$ cat src/rtl/gpio_lock_pkg.sv
package gpio_lock_pkg;
   localparam int FN_W = 4;

   typedef enum logic [FN_W-1:0] {
      FN_LOW  = 4'b0010,
      FN_HIGH = 4'b0011,
      FN_LOCK = 4'b0100
   } pin_fn_e;

   localparam int REG_FUNC = 0;
   localparam int REG_PULL = 1;
   localparam int REG_CTRL = 2;
   localparam int REG_STAT = 3;

   localparam int CB_TRI   = 0;
   localparam int CB_ALT   = 1;
   localparam int CB_IFSEL = 2;
   localparam int CB_POL   = 3;
   localparam int CB_IRQEN = 4;
   localparam int CTRL_W   = 5;
endpackage

$ cat src/rtl/gpio_lock_regs.sv
module gpio_lock_regs
   import gpio_lock_pkg::*;
#(
   parameter int NUM_PINS = 5,
   parameter int DATA_W   = 32,
   parameter int ADDR_W   = 2
) (
   input  logic                     clk,
   input  logic                     rst_n,
   input  logic                     we_i,
   input  logic [ADDR_W-1:0]        addr_i,
   input  logic [DATA_W-1:0]        wdata_i,
   output logic [DATA_W-1:0]        rdata_o,
   input  logic                     sts_i,
   input  logic                     live_i,
   output logic                     clr_o,
   output logic [NUM_PINS*FN_W-1:0] fn_o,
   output logic [NUM_PINS-1:0]      pu_o,
   output logic [NUM_PINS-1:0]      pd_o,
   output logic [CTRL_W-1:0]        ctrl_o
);
   localparam int FN_TOT = NUM_PINS * FN_W;
   localparam int PULL_W = 2 * NUM_PINS;

   logic [FN_TOT-1:0] fn_q;
   logic [PULL_W-1:0] pull_q;
   logic [CTRL_W-1:0] ctrl_q;
   logic              hit_fn, hit_pull, hit_ctrl, hit_stat;
   logic              unused_wdata;

   assign hit_fn   = (addr_i == ADDR_W'(REG_FUNC));
   assign hit_pull = (addr_i == ADDR_W'(REG_PULL));
   assign hit_ctrl = (addr_i == ADDR_W'(REG_CTRL));
   assign hit_stat = (addr_i == ADDR_W'(REG_STAT));
   assign unused_wdata = ^wdata_i;

   always_ff @(posedge clk or negedge rst_n) begin
      if (!rst_n) begin
         fn_q   <= '0;
         pull_q <= '0;
         ctrl_q <= '0;
      end else if (we_i) begin
         if (hit_fn)   fn_q   <= wdata_i[FN_TOT-1:0];
         if (hit_pull) pull_q <= wdata_i[PULL_W-1:0];
         if (hit_ctrl) ctrl_q <= wdata_i[CTRL_W-1:0];
      end
   end

   assign clr_o  = we_i && hit_stat && wdata_i[0];
   assign fn_o   = fn_q;
   assign pu_o   = pull_q[NUM_PINS-1:0];
   assign pd_o   = pull_q[PULL_W-1:NUM_PINS];
   assign ctrl_o = ctrl_q;

   always_comb begin
      rdata_o = '0;
      if (hit_fn)   rdata_o[FN_TOT-1:0] = fn_q;
      if (hit_pull) rdata_o[PULL_W-1:0] = pull_q;
      if (hit_ctrl) rdata_o[CTRL_W-1:0] = ctrl_q;
      if (hit_stat) rdata_o[1:0]        = {live_i, sts_i};
   end

   AST_PULL_WRITE: assert property (@(posedge clk) disable iff (!rst_n)
      (we_i && hit_pull) |=> ({pd_o, pu_o} == $past(wdata_i[PULL_W-1:0])));
endmodule

$ cat src/rtl/gpio_lock_irq.sv
module gpio_lock_irq #(
   parameter int SYNC_STAGES = 2
) (
   input  logic clk,
   input  logic rst_n,
   input  logic lock_i,
   input  logic pol_i,
   input  logic en_i,
   input  logic clr_i,
   output logic sts_o,
   output logic live_o,
   output logic irq_o
);
   logic [SYNC_STAGES-1:0] sync_q;
   logic                   prev_q;
   logic                   sts_q;
   logic                   adj;
   logic                   rise;

   assign adj = lock_i ^ pol_i;

   always_ff @(posedge clk or negedge rst_n) begin
      if (!rst_n) begin
         sync_q <= '0;
         prev_q <= 1'b0;
      end else begin
         sync_q <= {sync_q[SYNC_STAGES-2:0], adj};
         prev_q <= sync_q[SYNC_STAGES-1];
      end
   end

   assign rise = sync_q[SYNC_STAGES-1] & ~prev_q;

   always_ff @(posedge clk or negedge rst_n) begin
      if (!rst_n)     sts_q <= 1'b0;
      else if (rise)  sts_q <= 1'b1;
      else if (clr_i) sts_q <= 1'b0;
   end

   assign sts_o  = sts_q;
   assign live_o = sync_q[SYNC_STAGES-1];
   assign irq_o  = sts_q & en_i;

   AST_SET_CAUSE: assert property (@(posedge clk) disable iff (!rst_n)
      $rose(sts_q) |-> $past(rise));
   AST_STICKY_HOLD: assert property (@(posedge clk) disable iff (!rst_n)
      (sts_q && !clr_i) |=> sts_q);
   AST_SET_WINS: assert property (@(posedge clk) disable iff (!rst_n)
      rise |=> sts_q);
   AST_CLEAR_EFFECT: assert property (@(posedge clk) disable iff (!rst_n)
      (clr_i && !rise) |=> !sts_q);
   AST_IRQ_MASKED: assert property (@(posedge clk) disable iff (!rst_n)
      !en_i |-> !irq_o);
endmodule

$ cat src/rtl/gpio_pin_cell.sv
module gpio_pin_cell
   import gpio_lock_pkg::*;
(
   input  logic            clk,
   input  logic            rst_n,
   input  logic [FN_W-1:0] fn_i,
   input  logic            route_ok_i,
   input  logic            lock_i,
   output logic            pin_o,
   output logic            oe_o
);
   logic known;
   logic level;

   always_comb begin
      known = 1'b1;
      level = 1'b0;
      case (fn_i)
         FN_LOW:  level = 1'b0;
         FN_HIGH: level = 1'b1;
         FN_LOCK: level = lock_i;
         default: known = 1'b0;
      endcase
   end

   assign oe_o  = known & route_ok_i;
   assign pin_o = level;

   AST_LOCK_DIRECT: assert property (@(posedge clk) disable iff (!rst_n)
      (oe_o && fn_i == FN_LOCK) |-> (pin_o == lock_i));
   AST_UNDEF_HIZ: assert property (@(posedge clk) disable iff (!rst_n)
      !(fn_i inside {FN_LOW, FN_HIGH, FN_LOCK}) |-> !oe_o);
endmodule

$ cat src/rtl/gpio_lock_mux.sv
module gpio_lock_mux
   import gpio_lock_pkg::*;
#(
   parameter int NUM_PINS    = 5,
   parameter int DATA_W      = 32,
   parameter int ADDR_W      = 2,
   parameter int ALT_PIN     = 0,
   parameter int IFACE_FIRST = 2,
   parameter int SYNC_STAGES = 2
) (
   input  logic                clk,
   input  logic                rst_n,
   input  logic                reg_we,
   input  logic [ADDR_W-1:0]   reg_addr,
   input  logic [DATA_W-1:0]   reg_wdata,
   output logic [DATA_W-1:0]   reg_rdata,
   input  logic                lock_in,
   output logic [NUM_PINS-1:0] pin_out,
   output logic [NUM_PINS-1:0] pin_oe,
   output logic [NUM_PINS-1:0] pin_pu,
   output logic [NUM_PINS-1:0] pin_pd,
   output logic                irq
);
   if (NUM_PINS * FN_W > DATA_W) begin : g_bad_fn
      $error("function fields exceed data width");
   end
   if (2 * NUM_PINS > DATA_W) begin : g_bad_pull
      $error("pull fields exceed data width");
   end
   if (ADDR_W < 2) begin : g_bad_addr
      $error("address too narrow for four registers");
   end
   if (ALT_PIN >= NUM_PINS || IFACE_FIRST > NUM_PINS) begin : g_bad_route
      $error("routing pin index out of range");
   end
   if (SYNC_STAGES < 2) begin : g_bad_sync
      $error("synchronizer needs at least two stages");
   end

   logic [NUM_PINS*FN_W-1:0] fn;
   logic [CTRL_W-1:0]        ctrl;
   logic                     sts, live, clr;
   logic [NUM_PINS-1:0]      route_ok;

   gpio_lock_regs #(
      .NUM_PINS(NUM_PINS), .DATA_W(DATA_W), .ADDR_W(ADDR_W)
   ) u_regs (
      .clk(clk), .rst_n(rst_n), .we_i(reg_we), .addr_i(reg_addr),
      .wdata_i(reg_wdata), .rdata_o(reg_rdata), .sts_i(sts), .live_i(live),
      .clr_o(clr), .fn_o(fn), .pu_o(pin_pu), .pd_o(pin_pd), .ctrl_o(ctrl)
   );

   gpio_lock_irq #(.SYNC_STAGES(SYNC_STAGES)) u_irq (
      .clk(clk), .rst_n(rst_n), .lock_i(lock_in), .pol_i(ctrl[CB_POL]),
      .en_i(ctrl[CB_IRQEN]), .clr_i(clr), .sts_o(sts), .live_o(live),
      .irq_o(irq)
   );

   for (genvar i = 0; i < NUM_PINS; i++) begin : g_pin
      if (i == ALT_PIN) begin : g_alt
         assign route_ok[i] = ~ctrl[CB_TRI] & ctrl[CB_ALT];
      end else if (i >= IFACE_FIRST) begin : g_iface
         assign route_ok[i] = ~ctrl[CB_TRI] & ~ctrl[CB_IFSEL];
      end else begin : g_plain
         assign route_ok[i] = ~ctrl[CB_TRI];
      end

      gpio_pin_cell u_cell (
         .clk(clk), .rst_n(rst_n),
         .fn_i(fn[i*FN_W +: FN_W]), .route_ok_i(route_ok[i]),
         .lock_i(lock_in), .pin_o(pin_out[i]), .oe_o(pin_oe[i])
      );
   end

   AST_TRI_ALL_OFF: assert property (@(posedge clk) disable iff (!rst_n)
      ctrl[CB_TRI] |-> (pin_oe == '0));
endmodule

$ cat config.mk
export PLATFORM = sky130hd
export DESIGN_NAME = gpio_lock_mux
export DESIGN_NICKNAME = d
export VERILOG_FILES = /design/src/rtl/gpio_lock_pkg.sv /design/src/rtl/gpio_lock_regs.sv /design/src/rtl/gpio_lock_irq.sv /design/src/rtl/gpio_pin_cell.sv /design/src/rtl/gpio_lock_mux.sv
export SDC_FILE = /design/constraint.sdc
export NUM_CORES = 1
export LEC_CHECK = 0
export ABC_CLOCK_PERIOD_IN_PS = 900
export BUFFER_PORTS_ARGS = -buffer_cell sky130_fd_sc_hd__buf_2
export CORE_ASPECT_RATIO = 1.4
export CORE_MARGIN = 2
export CORE_UTILIZATION = 35
export DETAILED_ROUTE_END_ITERATION = 16
export PLACE_DENSITY_LB_ADDON = 0.08
export SETUP_SLACK_MARGIN = 0.15
export SLEW_MARGIN = 40
export SYNTH_ARGS = -nofsm -noshare
export SYNTH_HDL_FRONTEND = slang
export SYNTH_HIERARCHICAL = 1
export SYNTH_SLANG_ARGS = --single-unit
$ cat constraint.sdc
create_clock -name clk -period 0.9 [get_ports clk]
set_input_delay 0.09 -clock clk [delete_from_list [all_inputs] [get_ports clk]]
set_output_delay 0.09 -clock clk [all_outputs]
set_load 0.05 [all_outputs]
==> results of run 1 <==
cells in the final DEF, fill, tap and decap left out:
cell	synthesis	final
dlygate4sd3_1	0	1
mux2_4	20	35
buf_4	12	22
mux4_2	2	2
inv_1	8	7
buf_6	5	63
nor2b_1	2	1
and2_4	0	11
nand2b_1	15	14
o22ai_2	1	1
mux2i_4	0	8
inv_2	0	1
nor2_4	0	7
dfrtp_2	0	17
or3b_4	0	5
buf_8	0	21
nor2b_2	0	1
nand3b_1	2	2
clkbuf_8	0	7
nor3b_4	1	1
a21oi_4	0	5
nor2_2	0	1
o32ai_4	0	5
nand2b_4	0	1
dfrtp_1	39	22
xor2_1	1	1
buf_2	1	23
buf_12	0	2
and4_1	1	1
clkbuf_1	0	1
conb_1	1	12
o2bb2ai_4	0	3
critical path, delay by kind of cell (launching register included):
| kind | cells | cell delay, ns |
|---|---|---|
| DFF | 1 | 0.41 |
| AOI/OAI and AO/OA | 1 | 0.12 |
| buffers and inverters | 1 | 0.20 |
| and+or+nand+nor | 1 | 0.44 |
kinds of logic after synthesis:
kind of cell,count (synthesis)
AO/OA/AOI/OAI,14
XOR/XNOR,1
buffers and inverters,26
flip-flops,39
multiplexers,45
other,1
AND/OR/NAND/NOR,44
registers in the layout (all words and copies together) (netlist names):
signal / count
u_irq/prev_q: 1
u_regs/fn_o: 20
u_irq/sts_o: 1
u_regs/ctrl_o: 5
u_regs/pull_q: 10
u_irq/sync_q: 2
metal layers:
layer | vias to the layer above | wire (um) | share of wire (%)
met2 | 54 | 3210 | 54
met3 | 10 | 237 | 4.0
li1 | 839 | - | -
met4 | 0 | 120 | 2.0
met5 | - | 0 | 0
met1 | 868 | 2430 | 40
metrics by stage:
step | instances | setup TNS, ns | total power [W]
3_5_place_dp | 352 | -18.74 | 0.00580
3_3_place_gp | 352 | -18.49 | 0.00578
4_1_cts | 369 | -16.29 | 0.00815
6_report | 374 | -16.12 | 0.00824
5_1_grt | 374 | -18.17 | 0.00860
2_1_floorplan | 181 | -7.63 | 0.00482
power groups by stage:
stage | Clock (W) | Sequential [W] | Combinational, W
global route | 0.00140 | 0.00255 | 0.00465
CTS | 0.00135 | 0.00248 | 0.00432
floorplan | 0 | 0.00273 | 0.00209
detailed placement | 0 | 0.00242 | 0.00338
global placement | 0 | 0.00242 | 0.00335
finish | 0.00129 | 0.00250 | 0.00445
cell type report:
cell class                      count  area, um2
Fill cell                         421       1820
Multi-Input combinational cell    117       1520
Timing Repair Buffer              132       1360
Sequential cell                    39        997
Clock buffer                        8        100
Tap cell                           70       87.6
Inverter                            8       30.0
what timing repair did:
item                       CTS  global route
pin swaps                    9             4
resized for setup          162            15
hold buffers                 1             0
gates cloned                 1             0
buffers inserted             7             5
hold endpoints to repair    39             0
setup endpoints to repair   78            78
worst paths after layout:
kind	endpoint	from	slack, ns	depth (start not counted)
setup / recovery	pin_out[1]	u_regs/fn_o[5]	-0.65	3
hold / removal	u_regs/fn_o[11]	reg_wdata[11]	0.03	2
setup reg to reg	u_regs/fn_o[19]	u_regs/fn_o[19]	-0.13	3
hold reg to reg	u_irq/sync_q[1]	u_irq/sync_q[0]	0.36	0
max in group asynchronous	u_regs/pull_q[6]	rst_n	0.39	3
min in group asynchronous	u_regs/pull_q[9]	rst_n	0.29	3
==> impl_metrics.csv, run 1 <==
group,metric,value,unit
run_status,run_status,"finished with violations",
run_status,violations,"negative setup slack",
logic_synthesis,yosys-top-cells-count,"dfrtp_1 (39), mux2_4 (20), mux2_2 (15), nand2b_1 (15), buf_4 (12)",
setup_path,arrival,1.46,ns
final_layout,final_util,69.2,%
logic_synthesis,yosys.area_share.xor_xnor,0.406,%
pwr,power_density,2020,nW/um2
logic_synthesis,seq_area_frac_synth,45.2,%
pwr,switching_power,0.00309,W
logic_synthesis,synth.most_common_cell,"dfrtp_1",
clocking,cts.clk_slew.worst_paths,0.08,ns
logic_synthesis,synth-seq-cells,39,
detailed_routing,drt-pass1-iter-count,4,
logic_synthesis,syn_area_per_cell,12.7,um2
logic_synthesis,syn_area,2160,um2
clocking,cts_num_sinks,39,
die,num_rows,33,
global_routing,grt_use_met3,3.54,%
die,io_pins,91,
logic_synthesis,synthAdderAreaFrac,0,%
setup_path,crit_chain,"or3b_4, o32ai_4, buf_6",
setup_path,start_kind,"register",
pwr,comb_power_share,54.0,%
global_routing,grt_pass1_wl,9910,um
pwr,power_leakage,1.86,nW
detailed_routing,drt_iter0_drc,43,
die,die_width,70.4,um
setup_path,cp.required,0.81,ns
detailed_routing,vias,1771,
sta,fin_crit_sh,172,%
die,die_area,6820,um2
final_layout,num-nets-final,341,
sta,fin_ws,-0.651,ns
global_routing,overflow,0,
setup_path,cp_max_fo,2,
global_routing,grtUsageTotal,18.4,%
global_routing,gr-max-usage-layer,"met2",
logic_synthesis,synth_top_cell_by_area,"dfrtp_1",
sta,hold_viol,0,
clocking,cts_tree,"yes",
clocking,clk_latency,0.29,ns
sta,whs,0.0278,ns
pwr,clkPwrFrac,15.6,%
clocking,clockRootBuffer,"clkbuf_8",
logic_synthesis,synth_cell_types,23,
pwr,switching_share,37.5,%
clocking,cts_max_path_buffers,2,
detailed_routing,route.detailed.drc,0,
clocking,h-tree-depth,2,
placed_design,place_area,3250,um2
setup_path,end_kind,"output port",
logic_synthesis,synth-async-reset-ratio,100,%
die,start_util,36.6,%
sta,rsz0062_at_grt,"true",
logic_synthesis,synthCells,170,
final_layout,fin_area,4090,um2
logic_synthesis,synthSimpleGateAreaFrac,13.3,%
detailed_routing,wl_per_cell,16.0,um
global_routing,gr-usage-met2,32.2,%
sta,skew,0.00526,ns
detailed_routing,wirelength,5990,um
logic_synthesis,synth_edf_count,0,
setup_path,cp_slowest_cell,"or3b_4",
detailed_routing,via_per_inst,4.74,
pwr,power_frac_seq,30.4,%
logic_synthesis,synth_compound_area_share,4.98,%
logic_synthesis,synth_ff_type,"dfrtp_1",
sta,timing.fmax,645,MHz
placed_design,numPortBuffers,66,
logic_synthesis,synth_area_leaders,"dfrtp_1 (45%), mux2_4 (14%), mux2_2 (7.8%), nand2b_1 (4.3%), buf_4 (4.2%)",
sta,fin_crit,1.55,ns
final_layout,drive_above_1_share,79.6,%
logic_synthesis,yosys_warnings,6,
die,fp.dieH,96.9,um
pwr,peakVddDrop,1.35,mV
clocking,cts_made_buffers,5,
pwr,internal_power,0.00515,W
final_layout,n_antenna_cell,0,
min_path,hold_path.class,"in2reg",
die,core,5900,um2
global_routing,grt_pass1_vias,1919,
placed_design,pre_cts_slack,-0.406,ns
job,cap_violations,0,
setup_path,crit_type,"reg2out",
logic_synthesis,synth.area.mux_share,27.5,%
sta,setup_viol,62,
final_layout,areaGrowthSynthToFinish,89.2,%
sta,drv_slew,0,
global_routing,grt_max_degree,40,
setup_path,critical-path-max-stage-delay,0.44,ns
placed_design,gp_congestion,0.736,
logic_synthesis,synth_top_area_share,45.2,%
global_routing,grtUsageMet1,22.9,%
placed_design,hpwl,4030,um
logic_synthesis,synth_top_family_by_area,"multiplexers",
detailed_routing,route.antenna.remaining_nets,0,
global_routing,antenna_found_initial,0,
No activity file was read; power rests on OpenSTA's default activity.
==> run 2, diff against run 1 <==
--- a/config.mk
+++ b/config.mk
@@ -9,7 +9,7 @@
 export BUFFER_PORTS_ARGS = -buffer_cell sky130_fd_sc_hd__buf_2
 export CORE_ASPECT_RATIO = 1.4
 export CORE_MARGIN = 2
-export CORE_UTILIZATION = 35
+export CORE_UTILIZATION = 43
 export DETAILED_ROUTE_END_ITERATION = 16
 export PLACE_DENSITY_LB_ADDON = 0.08
 export SETUP_SLACK_MARGIN = 0.15
==> run 2 against run 1 <==
Effect of this change:
- the flow still finishes with violations (negative setup slack)
- combinational power grew 3%
- hold slack better by 0.0062 ns
- critical path depth stayed put
- sequential power is essentially flat
- register-to-register slack lost 0.09 ns
- clock skew grew 0.0019 ns
- non-clock buffer count shrank 1
- core utilization increased by 16 points
- critical endpoint is now pin_oe[3]
==> impl_metrics.csv, run 2 (synthesis results as in run 1) <==
group,metric,value,unit
sta,fin_ws,-0.648,ns
clocking,cts.clk_slew.worst_paths,0.07,ns
final_layout,final_cell_mix,"buf_6 (65), mux2_4 (35), buf_2 (23), dfrtp_1 (23), buf_8 (22)",
clocking,cts_max_path_buffers,2,
placed_design,hpwl,4110,um
pwr,power_leakage,1.87,nW
final_layout,areaGrowthSynthToFinish,90.9,%
setup_path,end_kind,"output port",
detailed_routing,drt-pass1-iter-count,4,
sta,fin_crit,1.55,ns
clocking,cts_num_sinks,39,
clocking,clk_latency,0.29,ns
pwr,switching_share,39.0,%
detailed_routing,wirelength,6900,um
final_layout,n_antenna_cell,0,
detailed_routing,drt_iter0_drc,50,
die,die_area,5610,um2
sta,skew,0.00712,ns
pwr,fin_total_pwr,0.00823,W
final_layout,largest_reg_flops,20,
clocking,h-tree-depth,2,
setup_path,r2r_setup_slack,-0.22,ns
final_layout,num-nets-final,340,
clocking,clockRootBuffer,"clkbuf_8",
die,fp.dieH,87.9,um
sta,fin_crit_sh,172,%
sta,rsz0062_at_grt,"true",
sta,timing.fmax,646,MHz
pwr,peakVddDrop,1.32,mV
global_routing,grtUsageTotal,24.6,%
detailed_routing,via_per_inst,5.07,
clocking,cts_made_buffers,5,
global_routing,grt_max_degree,40,
global_routing,antenna_found_initial,0,
final_layout,instances_no_fill,366,
pwr,comb_power_share,55.5,%
setup_path,arrival,1.46,ns
pwr,internal_power,0.00502,W
die,io_pins,91,
final_layout,fin_area,4120,um2
pwr,power_frac_seq,30.7,%
detailed_routing,vias,1855,
setup_path,start_kind,"register",
die,core,4840,um2
final_layout,final_common_cell,"buf_6",
clocking,cts_tree,"yes",
sta,setup_viol,62,
run_status,violations,"negative setup slack",
placed_design,post-place-cells,336,
placed_design,place_area,3180,um2
global_routing,grt_pass1_wl,10400,um
sta,hold_viol,0,
sta,finalSetupTns,-17.14,ns
setup_path,crit_type,"reg2out",
detailed_routing,route.detailed.drc,0,
pwr,power_density,2000,nW/um2
sta,drv_slew,0,
detailed_routing,wl_per_cell,18.8,um
die,num_rows,30,
placed_design,gp_congestion,0.792,
min_path,hold_path.class,"in2reg",
run_status,run_status,"finished with violations",
detailed_routing,route.antenna.remaining_nets,0,
setup_path,cp.required,0.81,ns
die,die_width,63.9,um
setup_path,cp_max_fo,2,
pwr,switching_power,0.00321,W
global_routing,grt_pass1_vias,2002,
job,cap_violations,0,
final_layout,drive_above_1_share,78.8,%
final_layout,fill_cells,234,
pwr,clkPwrFrac,13.8,%
placed_design,numPortBuffers,66,
global_routing,overflow,0,
die,start_util,44.6,%
placed_design,pre_cts_slack,-0.434,ns
run 2: cell types whose count changed in the layout (fill, tap and decap cells not counted), sizes merged:
cell / previous run / this run
clkbuf: 8 / 7
buf: 131 / 130
run 2: power groups by stage:
stage	sequential [W]	combinational [W]	clock (W)
2_1_floorplan	0.00273	0.00209	0
3_3_place_gp	0.00240	0.00328	0
3_5_place_dp	0.00243	0.00333	0
4_1_cts	0.00248	0.00430	0.00115
5_1_grt	0.00257	0.00475	0.00123
6_report	0.00252	0.00457	0.00113
run 2: path summary, 6_finish.rpt:
| kind | cells past startpoint | startpoint | endpoint |
|---|---|---|---|
| setup / recovery | 3 | u_regs/fn_o[13] | pin_oe[3] |
| setup reg to reg | 4 | u_regs/fn_o[14] | u_regs/fn_o[14] |
| min in group asynchronous | 3 | rst_n | u_regs/pull_q[8] |
| hold reg to reg | 0 | u_irq/sync_q[0] | u_irq/sync_q[1] |
| hold / removal | 2 | reg_wdata[16] | u_regs/fn_o[16] |
| max in group asynchronous | 3 | rst_n | u_regs/pull_q[6] |
run 2: layout make-up:
class | instances | area (um2) | share of cell area, %
multi-input combinational | 117 | 1520 | 36.9
timing repair buffer | 131 | 1420 | 34.4
sequential | 39 | 996 | 24.2
tap | 64 | 80.1 | 1.94
clock buffer | 7 | 76.3 | 1.85
inverter | 8 | 30.0 | 0.728
run 2: through the flow:
stage          utilization (%)  hold WS, ns
6_report                  85.1       0.0341
3_5_place_dp              65.7       0.0799
2_1_floorplan                -       -0.206
3_3_place_gp              65.7       0.0762
5_1_grt                   85.1       0.0324
4_1_cts                   81.8       0.0214
run 2: critical path: stages (launching register included):
cell	delay [ns]
dfrtp_1	0.41
or3b_4	0.45
a21oi_4	0.14
buf_6	0.17
run 2: what timing repair did:
| item | in CTS | in global routing |
|---|---|---|
| pin swaps | 13 | 5 |
| hold endpoints to repair | 39 | 0 |
| setup buffers | 11 | 9 |
| cloned | 2 | 0 |
| hold buffers | 1 | 0 |
| endpoints found under the setup margin | 78 | 78 |
| gates resized for setup | 165 | 22 |
run 2: per-layer routing:
metal | track usage, % | vias up | part of all wire, %
met2 | 46.7 | 52 | 58
met4 | 7.31 | 0 | 2.1
met1 | 28.0 | 953 | 36
li1 | - | 836 | -
met3 | 3.86 | 14 | 3.2
met5 | 0 | - | 0
==> run 3, diff against run 2 <==
--- a/config.mk
+++ b/config.mk
@@ -12,7 +12,6 @@
 export CORE_UTILIZATION = 43
 export DETAILED_ROUTE_END_ITERATION = 16
 export PLACE_DENSITY_LB_ADDON = 0.08
-export SETUP_SLACK_MARGIN = 0.15
 export SLEW_MARGIN = 40
 export SYNTH_ARGS = -nofsm -noshare
 export SYNTH_HDL_FRONTEND = slang
==> run 3 against run 2 <==
Effect of this change:
- the run still ends with negative setup slack left
- hold slack got worse by 0.0093 ns
- core utilization shrank 2.6 points
- sequential power fell by 2%
- maximum frequency fell by 0.25%
- critical path depth is the same
- die area stayed put
- non-clock buffer count fell by 1
- global-route usage is 1.4 points lower
- flip-flop and latch count is the same
- critical endpoint unchanged
- largest cell class unchanged
==> impl_metrics.csv, run 3 (synthesis results as in run 1) <==
group,metric,value,unit
die,start_util,44.6,%
detailed_routing,wl_per_cell,17.1,um
pwr,power_density,2020,nW/um2
final_layout,instances_no_fill,366,
global_routing,antenna_found_initial,0,
detailed_routing,vias,1785,
die,die_width,63.9,um
clocking,cts_made_buffers,5,
clocking,cts.clk_slew.worst_paths,0.07,ns
job,cap_violations,0,
clocking,clockRootBuffer,"clkbuf_8",
setup_path,crit_chain,"or3b_4, a21oi_4, buf_6",
final_layout,areaGrowthSynthToFinish,85.1,%
sta,fin_ws,-0.652,ns
detailed_routing,drt_iter0_drc,32,
sta,fin_crit_sh,172,%
setup_path,end_kind,"output port",
final_layout,num-nets-final,339,
run_status,violations,"negative setup slack",
clocking,cts_num_sinks,39,
detailed_routing,drt-pass1-iter-count,4,
detailed_routing,route.detailed.drc,0,
sta,drv_slew,0,
run_status,run_status,"finished with violations",
final_layout,fill_cells,271,
detailed_routing,wl_met3,229,um
final_layout,n_antenna_cell,0,
final_layout,final_cell_mix,"buf_6 (56), mux2_4 (31), buf_2 (25), dfrtp_1 (24)",
sta,hold_viol,0,
setup_path,start_kind,"register",
final_layout,final_util,82.6,%
detailed_routing,via_per_inst,4.88,
min_path,hold_path.class,"in2reg",
detailed_routing,wl_met1,2460,um
placed_design,post-place-cells,343,
global_routing,overflow,0,
final_layout,drive_above_1_share,77.2,%
detailed_routing,wirelength,6240,um
global_routing,grt_max_degree,40,
placed_design,numPortBuffers,66,
setup_path,cp.required,0.81,ns
sta,fin_crit,1.55,ns
global_routing,grt_pass1_vias,1932,
placed_design,hpwl,4270,um
final_layout,largest_reg_flops,20,
die,fp.dieH,87.9,um
clocking,cts_max_path_buffers,2,
detailed_routing,route.antenna.remaining_nets,0,
setup_path,critPathTopFamily,"simple AND/OR/NAND/NOR gates",
setup_path,crit_type,"reg2out",
sta,skew,0.00439,ns
setup_path,arrival,1.46,ns
sta,whs,0.0248,ns
sta,rsz0062_at_grt,"true",
pwr,peakVddDrop,1.37,mV
die,die_area,5610,um2
pwr,power_leakage,1.82,nW
global_routing,grtUsageTotal,23.1,%
setup_path,critical-path-max-stage-delay,0.44,ns
setup_path,cp_num_buf_inv,1,
pwr,fin_total_pwr,0.00806,W
die,io_pins,91,
global_routing,grt_pass1_wl,9790,um
clocking,clk_latency,0.29,ns
detailed_routing,wl_met2,3450,um
sta,timing.fmax,644,MHz
sta,setup_viol,62,
setup_path,cp_slowest_cell,"or3b_4",
setup_path,cp_max_fo,3,
die,core,4840,um2
placed_design,pre_cts_slack,-0.407,ns
die,num_rows,30,
placed_design,gp_congestion,0.781,
clocking,cts_tree,"yes",
detailed_routing,highest_layer,"met4",
clocking,h-tree-depth,2,
final_layout,final_common_cell,"buf_6",
==> run 3: report_power, final <==
group | leakage [nW] | switching, W | internal (W)
combinational | 1.33 | 0.00216 | 0.00228
sequential | 0.443 | 0.000359 | 0.00212
clock | 0.0422 | 0.000591 | 0.000544
==> run 3: through the flow <==
step	TNS, ns	instance area [um2]
6_report	-16.84	4000
3_5_place_dp	-17.58	3220
5_1_grt	-18.91	4000
4_1_cts	-16.40	3920
3_3_place_gp	-16.94	3220
2_1_floorplan	-7.59	2570
==> run 3: cell type report <==
cell class / count / area, um2 / share of cell area [%]
multi-input cells: 117 / 1490 / 37.2
repair buffers: 130 / 1320 / 33.1
flip-flops and latches: 39 / 995 / 24.9
well taps: 64 / 80.1 / 2.00
clock buffers: 7 / 76.3 / 1.91
inverters: 8 / 30.0 / 0.751
clock inverters: 1 / 5.00 / 0.125
==> run 3: worst register-to-register path: cells and delay by family, from the launching register on <==
family,cells,cell delay [ns]
DFF,1,0.40
buffers and inverters,3,0.36
muxes,1,0.25
==> run 3: final timing paths <==
check / startpoint / end / slack [ns] / cells after the start
worst max-delay path: u_regs/fn_o[14] / pin_oe[3] / -0.65 / 3
worst min-delay path: reg_wdata[17] / u_regs/fn_o[17] / 0.02 / 2
worst max register to register: u_regs/fn_o[1] / u_regs/fn_o[1] / -0.22 / 4
worst min register to register: u_irq/sync_q[0] / u_irq/sync_q[1] / 0.35 / 0
max in group asynchronous: rst_n / u_regs/pull_q[5] / 0.38 / 3
min in group asynchronous: rst_n / u_regs/fn_o[8] / 0.30 / 3
==> run 3: per-layer routing <==
layer / global-route usage, % / up-vias
met5: 0 / -
met4: 7.51 / 0
met3: 4.88 / 9
met2: 42.0 / 48
met1: 27.0 / 897
li1: - / 831
==> run 3: repair_timing <==
action / CTS / global route
pin swaps: 10 / 3
setup buffers: 8 / 13
hold buffers: 1 / 0
cloned: 1 / 0
gates resized for setup: 154 / 14
endpoints found under the setup margin: 59 / 69
endpoints found under the hold margin: 39 / 0
